**src/rtl/cfd_pkg.sv**
```systemverilog
package cfd_pkg;

  typedef enum logic [2:0] {
    ST_IDLE,
    ST_CAP,
    ST_THR,
    ST_SCAN,
    ST_DIV,
    ST_OUT
  } cfd_state_e;

endpackage

```
**src/rtl/cfd_window.sv**
```systemverilog
module cfd_window #(
  parameter int SAMPLE_W = 12,
  parameter int DEPTH    = 64,
  localparam int IDX_W   = (DEPTH > 1) ? $clog2(DEPTH) : 1,
  localparam int CW      = SAMPLE_W + 1
) (
  input  logic                       clk,
  input  logic                       rst_n,
  input  logic                       wr_en,
  input  logic                       wr_first,
  input  logic signed [SAMPLE_W-1:0] wr_sample,
  input  logic signed [SAMPLE_W-1:0] baseline,
  input  logic                       invert,
  input  logic [IDX_W-1:0]           rd_idx,
  output logic signed [CW-1:0]       rd_data,
  output logic signed [CW-1:0]       peak,
  output logic [IDX_W-1:0]           peak_idx,
  output logic [IDX_W-1:0]           wr_pos
);

  logic signed [CW-1:0] corr;
  logic [IDX_W-1:0]     wr_addr;
  logic signed [CW-1:0] mem [DEPTH];

  // pedestal removal and polarity folding
  always_comb begin
    if (invert)
      corr = {baseline[SAMPLE_W-1], baseline} - {wr_sample[SAMPLE_W-1], wr_sample};
    else
      corr = {wr_sample[SAMPLE_W-1], wr_sample} - {baseline[SAMPLE_W-1], baseline};
  end

  assign wr_addr = wr_first ? '0 : wr_pos;
  assign rd_data = mem[rd_idx];

  always_ff @(posedge clk) begin
    if (wr_en) mem[wr_addr] <= corr;
  end

  always_ff @(posedge clk or negedge rst_n) begin
    if (!rst_n) begin
      wr_pos   <= '0;
      peak     <= '0;
      peak_idx <= '0;
    end else if (wr_en) begin
      wr_pos <= wr_addr + IDX_W'(1);
      // strict compare keeps the earliest of equal maxima
      if (wr_first || corr > peak) begin
        peak     <= corr;
        peak_idx <= wr_addr;
      end
    end
  end

  // peak only grows while an event is being filled
  assert_peak_monotone_R2: assert property (@(posedge clk) disable iff (!rst_n)
    wr_en && !wr_first |=> peak >= $past(peak));

endmodule

```
**src/rtl/cfd_frac_div.sv**
```systemverilog
module cfd_frac_div #(
  parameter int NW     = 14,
  parameter int FRAC_W = 8,
  localparam int CNT_W = $clog2(FRAC_W + 1)
) (
  input  logic              clk,
  input  logic              rst_n,
  input  logic              start,
  input  logic [NW-1:0]     num,
  input  logic [NW-1:0]     den,
  output logic              busy,
  output logic              done,
  output logic [FRAC_W-1:0] quot
);

  logic [NW-1:0]    rem;
  logic [NW-1:0]    den_q;
  logic [NW:0]      shifted;
  logic [NW:0]      diff;
  logic [CNT_W-1:0] cnt;
  logic             take;

  assign shifted = {rem, 1'b0};
  assign diff    = shifted - {1'b0, den_q};
  assign take    = shifted >= {1'b0, den_q};

  // one quotient bit per cycle, remainder stays below the divisor
  always_ff @(posedge clk or negedge rst_n) begin
    if (!rst_n) begin
      rem   <= '0;
      den_q <= '0;
      cnt   <= '0;
      busy  <= 1'b0;
      done  <= 1'b0;
      quot  <= '0;
    end else begin
      done <= 1'b0;
      if (start) begin
        rem   <= num;
        den_q <= den;
        cnt   <= CNT_W'(FRAC_W);
        busy  <= 1'b1;
        quot  <= '0;
      end else if (busy) begin
        rem  <= take ? NW'(diff) : NW'(shifted);
        quot <= {quot[FRAC_W-2:0], take};
        cnt  <= cnt - CNT_W'(1);
        if (cnt == CNT_W'(1)) begin
          busy <= 1'b0;
          done <= 1'b1;
        end
      end
    end
  end

  // the interpolation span must exceed the offset so the fraction fits
  assert_start_ordered_R4: assert property (@(posedge clk) disable iff (!rst_n)
    start |-> num < den);

  assert_rem_bound_R4: assert property (@(posedge clk) disable iff (!rst_n)
    busy |-> rem < den_q);

endmodule

```
**src/rtl/cfd_timing_top.sv**
```systemverilog
module cfd_timing_top #(
  parameter int SAMPLE_W = 12,
  parameter int DEPTH    = 64,
  parameter int K_W      = 8,
  parameter int FRAC_W   = 8,
  localparam int IDX_W   = (DEPTH > 1) ? $clog2(DEPTH) : 1,
  localparam int CW      = SAMPLE_W + 1,
  localparam int NW      = CW + 1,
  localparam int TW      = IDX_W + FRAC_W
) (
  input  logic                       clk,
  input  logic                       rst_n,
  input  logic                       in_valid,
  output logic                       in_ready,
  input  logic signed [SAMPLE_W-1:0] in_data,
  input  logic                       in_first,
  input  logic                       in_last,
  input  logic [K_W-1:0]             k_frac,
  input  logic                       invert,
  input  logic signed [SAMPLE_W-1:0] baseline,
  output logic                       out_valid,
  input  logic                       out_ready,
  output logic                       out_hit,
  output logic [TW-1:0]              out_time,
  output logic signed [CW-1:0]       out_amp
);
  import cfd_pkg::*;

  cfd_state_e state;

  logic [K_W-1:0]             k_q;
  logic                       inv_q;
  logic signed [SAMPLE_W-1:0] base_q;

  logic                       wr_en, wr_first, close_evt;
  logic                       win_inv;
  logic signed [SAMPLE_W-1:0] win_base;
  logic [IDX_W-1:0]           rd_idx, peak_idx, wr_pos;
  logic signed [CW-1:0]       rd_data, peak;

  logic [IDX_W-1:0]           scan_idx, cross_idx;
  logic signed [CW-1:0]       thr_q, hi_q, thr_next;
  logic [CW+K_W-1:0]          prod;
  logic signed [CW:0]         num_s, den_s;
  logic                       below, peak_bad;
  logic                       div_start, div_busy, div_done;
  logic [FRAC_W-1:0]          div_quot;

  assign in_ready  = (state == ST_IDLE) || (state == ST_CAP);
  assign out_valid = (state == ST_OUT);
  assign out_amp   = peak;

  // in idle only a start-marked sample opens an event; others are dropped
  assign wr_first  = (state == ST_IDLE);
  assign wr_en     = in_valid && in_ready && (in_first || state == ST_CAP);
  assign close_evt = in_last || (state == ST_CAP && wr_pos == IDX_W'(DEPTH - 1));
  assign win_inv   = wr_first ? invert   : inv_q;
  assign win_base  = wr_first ? baseline : base_q;

  cfd_window #(
    .SAMPLE_W (SAMPLE_W),
    .DEPTH    (DEPTH)
  ) u_window (
    .clk       (clk),
    .rst_n     (rst_n),
    .wr_en     (wr_en),
    .wr_first  (wr_first),
    .wr_sample (in_data),
    .baseline  (win_base),
    .invert    (win_inv),
    .rd_idx    (rd_idx),
    .rd_data   (rd_data),
    .peak      (peak),
    .peak_idx  (peak_idx),
    .wr_pos    (wr_pos)
  );

  // threshold: peak scaled by k / 2^K_W, only used when peak is positive
  assign prod     = $unsigned(peak) * k_q;
  assign thr_next = CW'(prod >> K_W);
  assign peak_bad = peak[CW-1] || (peak == '0);

  assign rd_idx    = scan_idx - IDX_W'(1);
  assign below     = rd_data <= thr_q;
  assign num_s     = {thr_q[CW-1], thr_q} - {rd_data[CW-1], rd_data};
  assign den_s     = {hi_q[CW-1], hi_q} - {rd_data[CW-1], rd_data};
  assign div_start = (state == ST_SCAN) && (scan_idx != '0) && below;

  cfd_frac_div #(
    .NW     (NW),
    .FRAC_W (FRAC_W)
  ) u_div (
    .clk   (clk),
    .rst_n (rst_n),
    .start (div_start),
    .num   ($unsigned(num_s)),
    .den   ($unsigned(den_s)),
    .busy  (div_busy),
    .done  (div_done),
    .quot  (div_quot)
  );

  always_ff @(posedge clk or negedge rst_n) begin
    if (!rst_n) begin
      state     <= ST_IDLE;
      k_q       <= '0;
      inv_q     <= 1'b0;
      base_q    <= '0;
      scan_idx  <= '0;
      cross_idx <= '0;
      thr_q     <= '0;
      hi_q      <= '0;
      out_hit   <= 1'b0;
      out_time  <= '0;
    end else begin
      case (state)
        ST_IDLE: begin
          if (wr_en) begin
            k_q    <= k_frac;
            inv_q  <= invert;
            base_q <= baseline;
            state  <= in_last ? ST_THR : ST_CAP;
          end
        end
        ST_CAP: begin
          if (wr_en && close_evt) state <= ST_THR;
        end
        ST_THR: begin
          if (peak_bad) begin
            out_hit  <= 1'b0;
            out_time <= '0;
            state    <= ST_OUT;
          end else begin
            thr_q    <= thr_next;
            hi_q     <= peak;
            scan_idx <= peak_idx;
            state    <= ST_SCAN;
          end
        end
        ST_SCAN: begin
          if (scan_idx == '0) begin
            out_hit  <= 1'b0;
            out_time <= '0;
            state    <= ST_OUT;
          end else if (below) begin
            cross_idx <= rd_idx;
            state     <= ST_DIV;
          end else begin
            hi_q     <= rd_data;
            scan_idx <= rd_idx;
          end
        end
        ST_DIV: begin
          if (div_done) begin
            out_hit  <= 1'b1;
            out_time <= {cross_idx, div_quot};
            state    <= ST_OUT;
          end
        end
        ST_OUT: begin
          if (out_ready) state <= ST_IDLE;
        end
        default: state <= ST_IDLE;
      endcase
    end
  end

  assert_out_hold_R9: assert property (@(posedge clk) disable iff (!rst_n)
    out_valid && !out_ready |=> out_valid && $stable(out_time) && $stable(out_hit) && $stable(out_amp));

  assert_no_accept_while_full_R9: assert property (@(posedge clk) disable iff (!rst_n)
    out_valid |-> !in_ready);

  assert_hit_has_amp_R6: assert property (@(posedge clk) disable iff (!rst_n)
    out_valid && out_hit |-> !out_amp[CW-1] && out_amp != '0);

  assert_cross_before_peak_R3: assert property (@(posedge clk) disable iff (!rst_n)
    out_valid && out_hit |-> out_time[TW-1:FRAC_W] < peak_idx);

  assert_div_only_in_div_R4: assert property (@(posedge clk) disable iff (!rst_n)
    div_busy |-> state == ST_DIV);

endmodule

```
**config.mk**
```make
export PLATFORM = sky130hd
export DESIGN_NAME = cfd_timing_top
export DESIGN_NICKNAME = d
export VERILOG_FILES = /design/src/rtl/cfd_pkg.sv /design/src/rtl/cfd_window.sv /design/src/rtl/cfd_frac_div.sv /design/src/rtl/cfd_timing_top.sv
export SDC_FILE = /design/constraint.sdc
export NUM_CORES = 1
export LEC_CHECK = 0
export CELL_PAD_IN_SITES_DETAIL_PLACEMENT = 0
export CELL_PAD_IN_SITES_GLOBAL_PLACEMENT = 2
export CORE_MARGIN = 10
export CORE_UTILIZATION = 23
export CTS_BUF_LIST = sky130_fd_sc_hd__clkbuf_8
export DETAILED_ROUTE_END_ITERATION = 16
export DONT_BUFFER_PORTS = 1
export GPL_ROUTABILITY_DRIVEN = 1
export PLACE_DENSITY = 0.55
export SLEW_MARGIN = 10
export SYNTH_ARGS = -nofsm -noshare
export SYNTH_HDL_FRONTEND = slang
export SYNTH_SLANG_ARGS = --single-unit
export TNS_END_PERCENT = 20
```
**constraint.sdc**
```tcl
create_clock -name clk -period 7.96 [get_ports clk]
set_input_delay 0 -clock clk [delete_from_list [all_inputs] [get_ports clk]]
set_output_delay 0 -clock clk [all_outputs]
set_load 0.02 [all_outputs]
```
=== Word level (Yosys, flattened, before mapping) ===
Memory sizes are Yosys's and may differ from the RTL's.
Index checks and enable logic that the tools add are counted.

* Bits in writable memories: 832
* Word-level logic and storage cells: 120
* Register bits: 144
* Output and inout bits: 30
* Memories kept: 1

* Reductions and logical operators: 25
* Add/subtract/negate cells: 8
* Equal/unequal tests: 17
* Muxes and demuxes: 44
* $mul: 1
* $lt $le $gt $ge: 3
* Bitwise operators: 2

{| class="wikitable"
|+ Memory list
! name !! depth !! bits a word !! read ports !! clocked after memory_dff !! wr ports !! RTL line !! source
|-
| u_window.mem || 64 || 13 || 1 || 0 || 1 || cfd_window.sv:23 || <nowiki>logic signed [CW-1:0] mem [DEPTH];</nowiki>
|}

{| class="wikitable"
|+ Operators with widths
! kind !! count
|-
| $mux W14 || 6
|-
| $mux W13 || 4
|-
| $pmux W14 S3 || 1
|-
| $sub A13 B13 Y14 || 2
|-
| $pmux W13 S2 || 1
|-
| $sub A12 B12 Y13 || 2
|-
| $mux W6 || 4
|-
| $mul A13 B8 Y21 || 1
|-
| $mux W3 || 7
|-
| $pmux W3 S6 || 1
|-
| $mux W8 || 2
|-
| $ge A15 B14 Y1 || 1
|-
| $sub A14 B14 Y14 || 1
|-
| $gt A13 B13 Y1 || 1
|-
| $le A13 B13 Y1 || 1
|-
| $logic_not A13 Y1 || 1
|-
| $mux W1 || 12
|-
| $mux W12 || 1
|-
| $pmux W6 S2 || 1
|-
| $ne A2 B2 Y1 const B || 5
|-
| $mux W4 || 2
|-
| $ne A2 B1 Y1 const B || 4
|-
| $reduce_and A4 Y1 || 2
|-
| $add A6 B1 Y6 const B || 1
|-
| 21 further kinds || 36
|}

=== Logic depth before layout (Yosys ltp) ===
* Depth in word-level cells: 7
* Gate-level depth with buffers: 29
* Gate-level depth less buffers: 24

=== By module ===
From an unflattened synthesis, not the netlist that was laid out.

* Cells, all modules: 2772
* Area total of the unflattened synthesis: 44781.7 um2

{| class="wikitable"
|+ Modules (own cells, without submodules)
! module !! instances !! area each (um2) !! sequential area each (um2) !! cells each
|-
| cfd_window || 1 || 34361.7 || 25609.6 || 1662
|-
| cfd_timing_top || 1 || 7737.4 || 1926.8 || 819
|-
| cfd_frac_div || 1 || 2682.6 || 1051.0 || 291
|}

=== Worst setup path after synthesis ===
OpenSTA, ideal clock, no wires.

* Kind: reg2reg
* Start point: reg state[2]
* End point: reg u_window.peak[9]
* Slack: 416 ps
* Library setup time: 129 ps
* Arrival time: 7414 ps
* Stages on the path, launching flop included: 29
* Required time: 7831 ps
* Cells stage by stage: dfrtp_1 buf_2 or3_1 clkbuf_1 clkbuf_1 buf_1 nand2_1 nand2_1 ha_1 fa_1 inv_1 a21oi_1 mux2i_1 o2bb2ai_1 nand2_1 a41oi_2 a41oi_1 xnor2_1 ha_1 nand4_1 nor2_1 nand2_1 a21oi_1 a2111oi_1 mux2i_1 a41o_1 a21oi_4 buf_4 mux2_2

* Longest elaborated chain between the ends: 7

{| class="wikitable"
|+ Ends and longest elaborated chain
! element !! RTL line !! source
|-
| from (decl) || cfd_timing_top.sv:29 || <nowiki>cfd_state_e state;</nowiki>
|-
| from (signal assigned) || cfd_timing_top.sv:122 || <nowiki>state <= in_last ? ST_THR : ST_CAP;</nowiki>
|-
| $logic_not A3 Y1 (*) || cfd_timing_top.sv:54 || <nowiki>assign wr_first = (state == ST_IDLE);</nowiki>
|-
| $mux W12 || cfd_timing_top.sv:58 || <nowiki>assign win_base = wr_first ? baseline : base_q;</nowiki>
|-
| $sub A12 B12 Y13, on equally long branches || cfd_window.sv:30, cfd_window.sv:28 ||
|-
| $mux W13 (*) || cfd_window.sv:27 || <nowiki>if (invert)</nowiki>
|-
| via u_window.corr[10] || cfd_window.sv:21 || <nowiki>logic signed [CW-1:0] corr;</nowiki>
|-
| $gt A13 B13 Y1 (*) || cfd_window.sv:48 || <nowiki>if (wr_first || corr > peak) begin</nowiki>
|-
| $logic_or A1 B1 Y1 (*) || cfd_window.sv:48 ||
|-
| $reduce_and A2 Y1 (no source line) (*) || -- ||
|-
| to (signal assigned) || cfd_window.sv:49 || <nowiki>peak <= corr;</nowiki>
|-
| to (decl) || cfd_window.sv:16 || <nowiki>output logic signed [CW-1:0] peak,</nowiki>
|}

The timed path passes the listed nets; every way through them passes the cells marked *.
A chain may end at the register's enable or synchronous reset.

=== Worst setup path after layout ===
* Start point: reg scan_idx[0]
* End point: reg u_div.rem[10]

* Longest elaborated chain between the ends: 5

{| class="wikitable"
|+ Ends and longest elaborated chain
! element !! RTL line !! source
|-
| from (decl) || cfd_timing_top.sv:41 || <nowiki>logic [IDX_W-1:0] scan_idx, cross_idx;</nowiki>
|-
| from (signal assigned) || cfd_timing_top.sv:136 || <nowiki>scan_idx <= peak_idx;</nowiki>
|-
| from (signal assigned) || cfd_timing_top.sv:150 || <nowiki>scan_idx <= rd_idx;</nowiki>
|-
| $sub A6 B1 Y6 || cfd_timing_top.sv:83 || <nowiki>assign rd_idx = scan_idx - IDX_W'(1);</nowiki>
|-
| $mem_v2 Z64 W13 || -- ||
|-
| $le A13 B13 Y1 || cfd_timing_top.sv:84 || <nowiki>assign below = rd_data <= thr_q;</nowiki>
|-
| $logic_and A1 B1 Y1 || cfd_timing_top.sv:87 || <nowiki>assign div_start = (state == ST_SCAN) && (scan_idx != '0) && below;</nowiki>
|-
| $mux W14 or $reduce_bool A2 Y1 (tied branches) || -- ||
|-
| to (signal assigned) || cfd_frac_div.sv:39 || <nowiki>rem <= num;</nowiki>
|-
| to (signal assigned) || cfd_frac_div.sv:45 || <nowiki>rem <= take ? NW'(diff) : NW'(shifted);</nowiki>
|-
| to (decl) || cfd_frac_div.sv:16 || <nowiki>logic [NW-1:0] rem;</nowiki>
|}

Several ways; a longest one is shown, not always the timed one.

==> impl_results.md <==
* PortBufs at 0
* Max incr delay on CP at 0.78 ns
* Synth Net Count at 2980
* Clock root cell: clkbuf_8
* Initial antenna violation count at 4
* Post-synthesis sequential area ratio at 64.3%
* Die H at 460 um
* Top-area cell type share of the netlist area at 56.2%
* GR met3 Demand/Resource at 2.40%
* CP max stage cell: or3b_2
* FILL cells at 19500
* Vias in the first global route at 25600
* Max Freq at 156 MHz
* Initial DRT Pass Iterations at 4
* Status: finished, final reports clean
* Synth Flop Type: edfxtp_1
* Avg Cell Area, Syn at 16.2 um^2
* Crit path DAT at 7.18 ns
* Largest cells by area after synthesis: edfxtp_1, mux4_2, dfrtp_1
* Clk_lat worst skew at 0.90 ns
* Drt total wl at 127 mm
* CTS tree: done
* Grt peak-use layer: met2
* Tightest Pin Transition at 1.24 ns
* Overall die area at 211000 um^2
* Nets at 3162
* Initial Util at 23.1%
* RSZ-0062 raised after global routing: false
* Core area at 192000 um^2
* Wire per inst at 22.7 um
* Buf/Inv on CP at 4
* Hold_sp: in_data[6]
* Initial DRC Count at 1580
* CP most frequent cell: mux4_2
* Critical path class: reg2reg
* Vias per cell at 4.35
* Die width at 460 um
* Yosys top cell by area: edfxtp_1
* Io pins at 69
* Setup crit end kind: flip-flop
* Clk sinks at 976
* Startpoint types: flip-flop
* R2r startpoint: scan_idx[0]
* # DRC at 0
* CTS Buf Count at 165
* Yosys reg bits at 976
* Clock-pin transition on the worst setup and hold timing paths at 0.06 ns
* CTS Hold Buffers Added at 57
* GR Util met1 at 16.7%
* MaxCap Viol Count at 0
* Tmin final at 6.41 ns
* Clock skew at 0.0651 ns
* Count of cell types in the netlist at 68
* Top Family by Delay on Critical Path: multiplexers
* Worst-path cell chain: buf_12 > buf_4 > mux4_2 > mux4_2 > mux4_2 > inv_2 > fa_1 > a21o_1 > a21o_1 > a31oi_1 > or3_1 > a41o_1 > or3b_2 > buf_4 > nand2_1 > a21oi_1 > a311o_1
* Async S/R FF share, synth at 14.8%
* Mapped cell area at 44500 um^2
* GRT Util Overall at 11.9%
* WP data required at 8.73 ns
* Tcrit/Tclk final at 80.5%
* # rows at 161
* Worst-path maximum fanout at 103
* First-pass GRT wire length at 187 mm
* H-tree depth at 4
* Final setup viols at 0
* Slew HR at 17.6%
* Number of synthesized flops with an enable pin at 832
* # Post-CTS Setup Buffers at 0
* M2 GR Usage at 18.9%
* Final Hold Fails at 0
* Post-CTS sizing at 0
* Routed vias at 24300
* Placed cell count at 5236
* Largest net degree at the start of global routing at 145
* Detailed Place HPWL at 79.5 mm
* Synth-to-Final Area Change at 16.4%
* Final Max Slew Viols at 0
* RePlAce Congestion at 0.740
* Layout Utilization at 26.9%
* Synth warn at 0
* Share of post-route cells with drive strength above 1 at 22.4%
* Gr ovfl total at 0
* Worst Setup SP: scan_idx[0]
* Final ANT Viol Nets at 0
* Non-Filler Instances at 5578
* Post-Syn Instances at 2752
* HP Class: in2reg
* Clock buffer depth at 3
* TNS Setup at 0 ns
-- path summary, 6_finish.rpt --
check | endpoint | slack, ns | depth (start not counted)
worst max-delay path | u_div.rem[10] | 1.55 | 17
min in group asynchronous | k_q[1] | 0.50 | 4
max in group asynchronous | scan_idx[0] | 6.74 | 4
worst min register to register | base_q[10] | 0.48 | 2
worst min-delay path | u_window.mem[57][6] | 0.11 | 4
worst max register to register | u_div.rem[10] | 1.55 | 17
-- cell usage in the layout, fill, tap and decap left out, drive strengths merged, types with 66 or more instances in the layout --
cell	n
edfxtp	832
nand2	275
mux4	273
inv	243
clkbuf	168
nor2	150
dfrtp	144
ha	119
buf	93
o21ai	80
a21oi	71
fa	70
and2	66
-- cells by family (layout without fill, tap and decap cells) --
logic type	after synthesis	in the layout	synth area share, %
other	0	2	0
buffers and inverters	305	603	2.71
XOR/XNOR	59	59	1.16
adder cells (fa/ha/maj)	189	189	6.50
multiplexers	332	332	15.3
AND/OR/NAND/NOR	634	634	6.44
AO/OA/AOI/OAI	257	257	3.61
flip-flops	976	976	64.3
-- metrics by stage --
| step | instance area (um^2) | hold slack, ns | setup WS, ns |
|---|---|---|---|
| final | 51700 | 0.108 | 1.55 |
| after global routing | 51700 | 0.0926 | 1.04 |
| after CTS | 51700 | 0.0297 | 1.40 |
| after detailed placement | 48100 | -0.290 | 1.41 |
| after global placement | 48100 | -0.290 | 1.38 |
| after floorplan | 44500 | -0.296 | 0.416 |
-- tightest hold or removal path: stages --
cell and delay [ns]:
inv_1 0.04, ha_1 0.26, xnor2_2 0.11, buf_4 0.27
-- metal layers --
layer  part of all wire [%]  wire [um]
met5                      0          0
met4                    1.7       2170
met3                    4.5       5720
met2                     47      58900
met1                     47      59800
-- flip-flops by register name, indices dropped and copies added (netlist names), 12 cells and up --
register,flops
u_window.mem,832
out_time,14
u_div.den_q,14
u_div.rem,14
hi_q,13
thr_q,13
u_window.peak,13
base_q,12
-- final cells by class --
cell class | instances | area, um^2 | share of cell area (%)
Clock buffer | 168 | 2310 | 4.47
Inverter | 172 | 646 | 1.25
Antenna cell | 2 | 5.00 | 0.00968
Clock inverter | 115 | 653 | 1.26
Timing Repair Buffer | 148 | 1390 | 2.69
Multi-Input combinational cell | 1471 | 15000 | 28.9
Sequential cell | 976 | 28600 | 55.3
Tap cell | 2526 | 3160 | 6.11
-- cells in the mapped netlist, types with 4 or more instances --
library cell / n
a211oi_1: 10
a21boi_0: 6
a21o_1: 24
a21oi_1: 70
a31oi_1: 7
and2_1: 66
and3_1: 4
buf_1: 4
buf_2: 31
clkbuf_1: 94
dfrtp_1: 144
edfxtp_1: 832
fa_1: 70
ha_1: 119
inv_1: 160
inv_2: 12
mux2_2: 34
mux2i_1: 23
mux4_2: 273
nand2_1: 275
nand2b_1: 7
nand3_1: 41
nand4_1: 12
nor2_1: 150
nor2b_1: 20
nor3_1: 20
nor3b_1: 5
nor4_1: 6
o2111ai_1: 5
o211ai_1: 7
o21a_1: 8
o21ai_0: 66
o21ai_1: 14
o21bai_1: 4
o22ai_1: 6
o31ai_1: 6
or3_1: 15
xnor2_1: 39
xor2_1: 20
Power is not shown: default switching activity piles up to over one toggle a cycle in this logic, so the estimate is an artifact.
